`config.mk`:
```
export PLATFORM = sky130hd
export DESIGN_NAME = alias_reg_bridge
export DESIGN_NICKNAME = d
export VERILOG_FILES = /design/src/rtl/alias_bridge_pkg.sv /design/src/rtl/alias_win_decode.sv /design/src/rtl/alias_rmw_merge.sv /design/src/rtl/alias_reg_bridge.sv
export SDC_FILE = /design/constraint.sdc
export NUM_CORES = 1
export LEC_CHECK = 0
export BUFFER_PORTS_ARGS = -buffer_cell sky130_fd_sc_hd__buf_2
export CORE_MARGIN = 10
export CORE_UTILIZATION = 30
export DETAILED_ROUTE_END_ITERATION = 8
export PLACE_DENSITY = 0.54
export SLEW_MARGIN = 10
export SYNTH_ARGS = -nofsm -noshare
export SYNTH_HDL_FRONTEND = slang
export SYNTH_SLANG_ARGS = --single-unit
```
`constraint.sdc`:
```
create_clock -name clk -period 4.75 [get_ports clk]
set_input_delay 0.2375 -clock clk [delete_from_list [all_inputs] [get_ports clk]]
set_output_delay 0.2375 -clock clk [all_outputs]
set_load 0.05 [all_outputs]
```
`src/rtl/alias_bridge_pkg.sv`:
```
package alias_bridge_pkg;

    localparam int DATA_W      = 32;
    localparam int SLOT_W      = 4;     // index bits available inside one window
    localparam int BASE_SET    = 'h040;
    localparam int BASE_CLR    = 'h080;
    localparam int WORD_SPAN   = 'h040;
    localparam int BASE_NIB    = 'h100;
    localparam int BASE_BYTE   = 'h180;
    localparam int BASE_HALF   = 'h200;
    localparam int FIELD_SPAN  = 'h080;

    typedef enum logic [1:0] {
        SZ_BYTE = 2'd0,
        SZ_HALF = 2'd1,
        SZ_WORD = 2'd2,
        SZ_BAD  = 2'd3
    } acc_size_e;

    typedef enum logic [2:0] {
        WIN_DIRECT,
        WIN_SET,
        WIN_CLEAR,
        WIN_NIB,
        WIN_BYTE,
        WIN_HALF,
        WIN_NONE
    } win_e;

endpackage

```
`src/rtl/alias_win_decode.sv`:
```
module alias_win_decode
    import alias_bridge_pkg::*;
#(
    parameter int ADDR_W   = 10,
    parameter int NUM_REGS = 8
) (
    input  logic [ADDR_W-1:0] addr,
    input  logic              write,
    input  acc_size_e         size,
    output win_e              win,
    output logic [SLOT_W-1:0] slot,
    output logic [2:0]        off,
    output logic              err
);

    logic bad_shape;
    logic bad_slot;
    logic bad_read;

    // window and index selection
    always_comb begin
        win  = WIN_NONE;
        slot = '0;
        off  = '0;
        if (addr < ADDR_W'(BASE_SET)) begin
            win  = WIN_DIRECT;
            slot = addr[5:2];
            off  = {1'b0, addr[1:0]};
        end else if (addr < ADDR_W'(BASE_CLR)) begin
            win  = WIN_SET;
            slot = addr[5:2];
            off  = {1'b0, addr[1:0]};
        end else if (addr < ADDR_W'(BASE_CLR + WORD_SPAN)) begin
            win  = WIN_CLEAR;
            slot = addr[5:2];
            off  = {1'b0, addr[1:0]};
        end else if (addr < ADDR_W'(BASE_NIB)) begin
            win  = WIN_NONE;
        end else if (addr < ADDR_W'(BASE_BYTE)) begin
            win  = WIN_NIB;
            slot = addr[6:3];
            off  = addr[2:0];
        end else if (addr < ADDR_W'(BASE_HALF)) begin
            win  = WIN_BYTE;
            slot = addr[6:3];
            off  = addr[2:0];
        end else if (addr < ADDR_W'(BASE_HALF + FIELD_SPAN)) begin
            win  = WIN_HALF;
            slot = addr[6:3];
            off  = addr[2:0];
        end
    end

    // legality of the access shape per window
    always_comb begin
        case (win)
            WIN_DIRECT, WIN_SET, WIN_CLEAR:
                bad_shape = (size == SZ_HALF && off[0]) ||
                            (size == SZ_WORD && off[1:0] != 2'b00);
            WIN_NIB:  bad_shape = (size != SZ_BYTE);
            WIN_BYTE: bad_shape = (size != SZ_HALF) || off[0];
            WIN_HALF: bad_shape = (size != SZ_WORD) || (off[1:0] != 2'b00);
            default:  bad_shape = 1'b1;
        endcase
        bad_slot = ({1'b0, slot} >= (SLOT_W+1)'(NUM_REGS));
        bad_read = !write && (win != WIN_DIRECT || size == SZ_WORD);
        err      = bad_shape || bad_slot || bad_read || (size == SZ_BAD);
    end

endmodule

```
`src/rtl/alias_rmw_merge.sv`:
```
module alias_rmw_merge
    import alias_bridge_pkg::*;
(
    input  logic [DATA_W-1:0] old_val,
    input  win_e              win,
    input  acc_size_e         size,
    input  logic [2:0]        off,
    input  logic [DATA_W-1:0] wdata,
    output logic [DATA_W-1:0] new_val,
    output logic [DATA_W-1:0] rd_val
);

    logic [DATA_W-1:0] size_mask;
    logic [4:0]        lane_sh;
    logic [DATA_W-1:0] lane_opnd;
    logic [DATA_W-1:0] lane_mask;
    logic [4:0]        fld_sh;
    logic [DATA_W-1:0] fld_mask;
    logic [DATA_W-1:0] fld_data;

    always_comb begin
        case (size)
            SZ_BYTE: size_mask = 32'h0000_00FF;
            SZ_HALF: size_mask = 32'h0000_FFFF;
            default: size_mask = 32'hFFFF_FFFF;
        endcase
        lane_sh   = {off[1:0], 3'b000};
        lane_opnd = (wdata & size_mask) << lane_sh;
        lane_mask = size_mask << lane_sh;

        // mask and data halves of the packed operand, moved to the field
        case (win)
            WIN_NIB: begin
                fld_sh   = {off, 2'b00};
                fld_mask = {28'b0, wdata[7:4]} << fld_sh;
                fld_data = {28'b0, wdata[3:0]} << fld_sh;
            end
            WIN_BYTE: begin
                fld_sh   = {off[2:1], 3'b000};
                fld_mask = {24'b0, wdata[15:8]} << fld_sh;
                fld_data = {24'b0, wdata[7:0]} << fld_sh;
            end
            default: begin
                fld_sh   = {off[2], 4'b0000};
                fld_mask = {16'b0, wdata[31:16]} << fld_sh;
                fld_data = {16'b0, wdata[15:0]} << fld_sh;
            end
        endcase

        case (win)
            WIN_DIRECT:                 new_val = (old_val & ~lane_mask) | lane_opnd;
            WIN_SET:                    new_val = old_val | lane_opnd;
            WIN_CLEAR:                  new_val = old_val & ~lane_opnd;
            WIN_NIB, WIN_BYTE, WIN_HALF: new_val = (old_val & ~fld_mask) | (fld_data & fld_mask);
            default:                    new_val = old_val;
        endcase

        rd_val = (old_val >> lane_sh) & size_mask;
    end

endmodule

```
`src/rtl/alias_reg_bridge.sv`:
```
module alias_reg_bridge
    import alias_bridge_pkg::*;
#(
    parameter int ADDR_W   = 10,
    parameter int NUM_REGS = 8
) (
    input  logic                       clk,
    input  logic                       rst_n,
    input  logic                       req_valid,
    output logic                       req_ready,
    input  logic [ADDR_W-1:0]          req_addr,
    input  logic                       req_write,
    input  logic [1:0]                 req_size,
    input  logic [31:0]                req_wdata,
    output logic                       rsp_valid,
    output logic                       rsp_err,
    output logic [31:0]                rsp_rdata,
    output logic [32*NUM_REGS-1:0]     regs_o
);

    typedef struct packed {
        logic [NUM_REGS-1:0][DATA_W-1:0] regs;
        logic                            rsp_valid;
        logic                            rsp_err;
        logic [DATA_W-1:0]               rsp_rdata;
    } state_t;

    state_t state_d, state_q;

    win_e              dec_win;
    logic [SLOT_W-1:0] dec_slot;
    logic [2:0]        dec_off;
    logic              dec_err;
    logic [DATA_W-1:0] sel_old;
    logic [DATA_W-1:0] mrg_new;
    logic [DATA_W-1:0] mrg_rd;

    alias_win_decode #(
        .ADDR_W   (ADDR_W),
        .NUM_REGS (NUM_REGS)
    ) decode_i (
        .addr  (req_addr),
        .write (req_write),
        .size  (acc_size_e'(req_size)),
        .win   (dec_win),
        .slot  (dec_slot),
        .off   (dec_off),
        .err   (dec_err)
    );

    always_comb begin
        sel_old = '0;
        for (int i = 0; i < NUM_REGS; i++) begin
            if (dec_slot == SLOT_W'(i)) sel_old = state_q.regs[i];
        end
    end

    alias_rmw_merge merge_i (
        .old_val (sel_old),
        .win     (dec_win),
        .size    (acc_size_e'(req_size)),
        .off     (dec_off),
        .wdata   (req_wdata),
        .new_val (mrg_new),
        .rd_val  (mrg_rd)
    );

    always_comb begin
        state_d           = state_q;
        state_d.rsp_valid = req_valid;
        state_d.rsp_err   = 1'b0;
        state_d.rsp_rdata = '0;
        if (req_valid) begin
            if (dec_err) begin
                state_d.rsp_err = 1'b1;
            end else if (req_write) begin
                for (int i = 0; i < NUM_REGS; i++) begin
                    if (dec_slot == SLOT_W'(i)) state_d.regs[i] = mrg_new;
                end
            end else begin
                state_d.rsp_rdata = mrg_rd;
            end
        end
    end

    always_ff @(posedge clk or negedge rst_n) begin
        if (!rst_n) state_q <= '0;
        else        state_q <= state_d;
    end

    assign req_ready = 1'b1;
    assign rsp_valid = state_q.rsp_valid;
    assign rsp_err   = state_q.rsp_err;
    assign rsp_rdata = state_q.rsp_rdata;
    assign regs_o    = state_q.regs;

endmodule

```
==> flow_summary.html <==
<table>
<tr><th>Metric</th><th>Value</th></tr>
<tr><th colspan="2">Timing</th></tr>
<tr><td>Setup clock skew after layout</td><td>0.0195 ns</td></tr>
<tr><td>Setup repair after global routing missed its margin</td><td>no</td></tr>
<tr><td>Min cycle time layout</td><td>3.78 ns</td></tr>
<tr><td>Timing-limited maximum frequency</td><td>265 MHz</td></tr>
<tr><td>Fin. Hold Viols</td><td>0</td></tr>
<tr><td>Worst Slack Setup Final</td><td>0.970 ns</td></tr>
<tr><td>Max-slew violation count</td><td>0</td></tr>
<tr><td>Sum of negative setup slack</td><td>0 ns</td></tr>
<tr><td>Setup-violating endpoint count in the final report</td><td>0</td></tr>
<tr><td>Relative slew slack</td><td>8.95%</td></tr>
<tr><td>Portion of the clock cycle consumed by the worst path in the final layout</td><td>79.6%</td></tr>
<tr><td>Worst Max-Slew Pin Slew</td><td>1.33 ns</td></tr>
<tr><th colspan="2">Placement</th></tr>
<tr><td>Total half-perimeter wirelength after legalization and detailed placement</td><td>62.9 mm</td></tr>
<tr><td>Port-buffer cells</td><td>337</td></tr>
<tr><td>GP Congestion</td><td>0.969</td></tr>
<tr><td>Worst setup slack before clock tree synthesis</td><td>0.564 ns</td></tr>
<tr><th colspan="2">Finish</th></tr>
<tr><td># diodes</td><td>0</td></tr>
<tr><td>Most common cell after layout, fill and taps aside</td><td>buf_2</td></tr>
<tr><td>Post-layout net count</td><td>2076</td></tr>
<tr><td>Layout overhead on the synthesized area</td><td>25.4%</td></tr>
<tr><td>Layout cell share with drive strength beyond 1</td><td>31.9%</td></tr>
<tr><td>Number of filler instances in the final layout</td><td>5339</td></tr>
<tr><td>Commonest cells after routing, fill and taps aside</td><td>buf_2, dfrtp_1, nand2_1</td></tr>
<tr><th colspan="2">Clock network</th></tr>
<tr><td>Clock Sink Count</td><td>290</td></tr>
<tr><td>Hold buffers post-CTS</td><td>2</td></tr>
<tr><td>Number of buffers created by CTS</td><td>35</td></tr>
<tr><td>Worst skew pair latency</td><td>0.55 ns</td></tr>
<tr><td>Clock slew at the register clock pins of the worst setup and hold paths</td><td>0.07 ns</td></tr>
<tr><td>Root cell of the clock tree</td><td>clkbuf_16</td></tr>
<tr><td>Level count of the clock H-tree</td><td>2</td></tr>
<tr><td>Clock tree buffer depth</td><td>3</td></tr>
<tr><td>TritonCTS clock tree</td><td>yes</td></tr>
<tr><td>Post-CTS Repair Setup Buffers</td><td>0</td></tr>
<tr><td>Gates resized, CTS repair</td><td>0</td></tr>
<tr><th colspan="2">Status</th></tr>
<tr><td>Result of the run</td><td>complete, no violations</td></tr>
<tr><th colspan="2">Min path</th></tr>
<tr><td>Worst Hold Class</td><td>primary input to flip-flop</td></tr>
<tr><th colspan="2">Floorplan</th></tr>
<tr><td>Core Region</td><td>52400 um^2</td></tr>
<tr><td>Die ar.</td><td>62600 um^2</td></tr>
<tr><td>Vertical die dimension</td><td>250 um</td></tr>
<tr><td>Top-level I/O count</td><td>339</td></tr>
<tr><td>Row cnt</td><td>84</td></tr>
<tr><td>Initial standard-cell utilization of the core</td><td>30.3%</td></tr>
<tr><td>Die boundary width</td><td>250 um</td></tr>
<tr><th colspan="2">Global route</th></tr>
<tr><td>First-pass GRT wire length</td><td>119 mm</td></tr>
<tr><td>Global-route congestion overflow total</td><td>0</td></tr>
<tr><td>Global Route met3 Usage</td><td>6.84%</td></tr>
<tr><td>Top Usage Layer GRT</td><td>met2</td></tr>
<tr><td>Aggregate global-route resource usage</td><td>25.5%</td></tr>
<tr><td>Number of global-route vias before repair</td><td>15500</td></tr>
<tr><td>GR met1 Demand/Resource</td><td>33.4%</td></tr>
<tr><td>Routing usage on met2</td><td>40.6%</td></tr>
<tr><td>Number of antenna violations at the first check in global routing</td><td>5</td></tr>
<tr><td>Largest net degree at the start of global routing</td><td>109</td></tr>
<tr><th colspan="2">Yosys</th></tr>
<tr><td>Async set or reset register ratio after synthesis</td><td>100%</td></tr>
<tr><td>Sequential-to-total area share from yosys stat</td><td>45.7%</td></tr>
<tr><td>Area share of the largest cell type after synthesis</td><td>45.7%</td></tr>
<tr><td>Biggest area contributors in the synthesized netlist</td><td>dfrtp_1, mux2_2, nand2_1</td></tr>
<tr><td>Number of distinct library cells after synthesis</td><td>81</td></tr>
<tr><td>Synth area leader</td><td>dfrtp_1</td></tr>
<tr><td>Syn Std Cell Area</td><td>15900 um^2</td></tr>
<tr><td>Number of warnings issued by yosys</td><td>0</td></tr>
<tr><td>Mean Syn Cell Area</td><td>9.47 um^2</td></tr>
<tr><td>Syn Inst Count</td><td>1678</td></tr>
<tr><td>Post-synthesis sequential element count</td><td>290</td></tr>
<tr><td>Top flip-flop cell by instance count after synthesis</td><td>dfrtp_1</td></tr>
<tr><td>EDFF count, synth</td><td>0</td></tr>
<tr><th colspan="2">Detailed routing</th></tr>
<tr><td>Initial drt markers</td><td>1998</td></tr>
<tr><td>DRC viols</td><td>0</td></tr>
<tr><td>Remaining antenna violation count</td><td>0</td></tr>
<tr><td>DR WL/cell</td><td>30.4 um</td></tr>
<tr><td>Number of detailed-route iterations in the first pass</td><td>6</td></tr>
<tr><td>DR vias/cell</td><td>5.86</td></tr>
<tr><td>Vias post-DR</td><td>16000</td></tr>
<tr><td>Final routed wirelength across all metal layers</td><td>83.2 mm</td></tr>
<tr><th colspan="2">Worst setup path</th></tr>
<tr><td>Required time reported for the critical path endpoint</td><td>5.08 ns</td></tr>
<tr><td>Kind of launch point of the worst setup path</td><td>primary input</td></tr>
<tr><td>Series of cell instances along the critical path</td><td>buf_2 &gt; mux2_4 &gt; a211oi_4 &gt; buf_12 &gt; o21ai_1 &gt; o22ai_1 &gt; o21ai_1 &gt; o21ai_1 &gt; nor2_1 &gt; a2111oi_0</td></tr>
<tr><td>Max Fanout on Critical Path</td><td>36</td></tr>
<tr><td>Worst path most repeated cell</td><td>o21ai_1</td></tr>
<tr><td>Critical-path cell with the highest stage delay</td><td>a2111oi_0</td></tr>
<tr><td>Start-to-end type of the worst setup path</td><td>primary input to flip-flop</td></tr>
<tr><td>CP peak stage delay</td><td>0.84 ns</td></tr>
<tr><td>Capturing element type of the critical path</td><td>flip-flop</td></tr>
<tr><td>Crit path DAT</td><td>4.11 ns</td></tr>
<tr><td>CP top delay family</td><td>compound AO/OA/AOI/OAI gates</td></tr>
<tr><td>Sum of buffers and inverters on the critical path</td><td>2</td></tr>
<tr><td>FF-to-FF setup slack</td><td>1.34 ns</td></tr>
<tr><th colspan="2">Power and ir drop</th></tr>
<tr><td>Overall power</td><td>6.46 mW</td></tr>
<tr><td>LEAKAGE</td><td>9.86 nW</td></tr>
<tr><td>Pwr/cell area</td><td>325 nW/um^2</td></tr>
<tr><td>VDD IR-drop max</td><td>222 uV</td></tr>
<tr><th colspan="2">Flow run</th></tr>
<tr><td>Number of max-cap violations</td><td>0</td></tr>
</table>
-- stage by stage --
| stage | instances | hold slack [ns] | area, um^2 | util, % |
|---|---|---|---|---|
| 6_report | 2738 | 0.240 | 19900 | 38.0 |
| 5_1_grt | 2738 | 0.234 | 19900 | 38.0 |
| 4_1_cts | 2738 | 0.197 | 19900 | 38.0 |
| 3_5_place_dp | 2677 | 0.303 | 18800 | 35.8 |
| 3_3_place_gp | 2677 | 0.297 | 18800 | 35.8 |
| 2_1_floorplan | 1693 | -0.0581 | 15900 | - |
-- cell families (layout without fill, tap and decap cells) --
| logic type | Yosys count | in the layout | synth area share (%) |
|---|---|---|---|
| muxes | 198 | 198 | 13.7 |
| DFF | 290 | 290 | 45.7 |
| other | 2 | 17 | 0.0473 |
| and+or+nand+nor | 523 | 523 | 14.7 |
| xor gates and xnor gates | 3 | 3 | 0.165 |
| buffers and inverters | 148 | 505 | 4.28 |
| AOI/OAI and AO/OA | 514 | 514 | 21.4 |
-- cell usage after synthesis, drive strengths merged, types with 4 or more instances --
library cell and instances:
nor2 158, a22o 10, a221oi 11, a211o 6, nor3b 6, dfrtp 290, nand2b 9, nor4 6
a31oi 21, a21o 6, inv 11, or2 8, o21ai 124, nand3b 7, nor2b 4, o31ai 6
a32o 8, nand2 216, mux2i 57, a211oi 24, a32oi 7, a311oi 8, clkbuf 73, o2bb2ai 16
a222oi 14, a221o 7, o221ai 8, nand3 29, a21oi 150, o21a 7, and3 13, and2 10
buf 63, or3b 4, a2111oi 6, or3 11, o211ai 12, nor3 32, o32ai 4, mux2 140
o22ai 20, a22oi 23
-- registers in the layout (all words and copies together), names as in the netlist --
register / cells
regs_o: 256
rsp_err: 1
rsp_rdata: 32
rsp_valid: 1
-- cell type report --
class | instances | area [um^2] | area share [%]
Clock buffer | 50 | 1020 | 5.14
Tap cell | 688 | 861 | 4.32
Timing Repair Buffer | 434 | 2570 | 12.9
Multi-Input combinational cell | 1255 | 8060 | 40.5
Inverter | 12 | 45.0 | 0.226
Sequential cell | 290 | 7260 | 36.4
Clock inverter | 9 | 96.3 | 0.484
-- power breakdown --
part / internal, mW / switching, mW / total (mW)
sequential: 2.52 / 0.0529 / 2.58
clock: 1.56 / 1.13 / 2.69
combinational: 0.305 / 0.896 / 1.20
total: 4.39 / 2.08 / 6.46
-- final timing paths --
check | end | startpoint | cells past startpoint
max reg2reg | regs_o[235] | regs_o[11] | 9
max | rsp_rdata[7] | req_addr[9] | 10
min | regs_o[230] | req_wdata[6] | 3
min in group asynchronous | rsp_rdata[17] | rst_n | 2
max in group asynchronous | rsp_rdata[29] | rst_n | 3
min reg2reg | regs_o[4] | regs_o[4] | 2
-- worst min-delay path, cell delays in order --
cell	delay, ns
buf_2	0.23
a21oi_1	0.18
a21oi_1	0.08
-- layer usage --
metal	up-vias	share of wire [%]
li1	6848	-
met1	8109	41
met4	0	2.8
met5	-	0
met2	966	46
met3	120	10
Power figures use the tool's default switching activity.
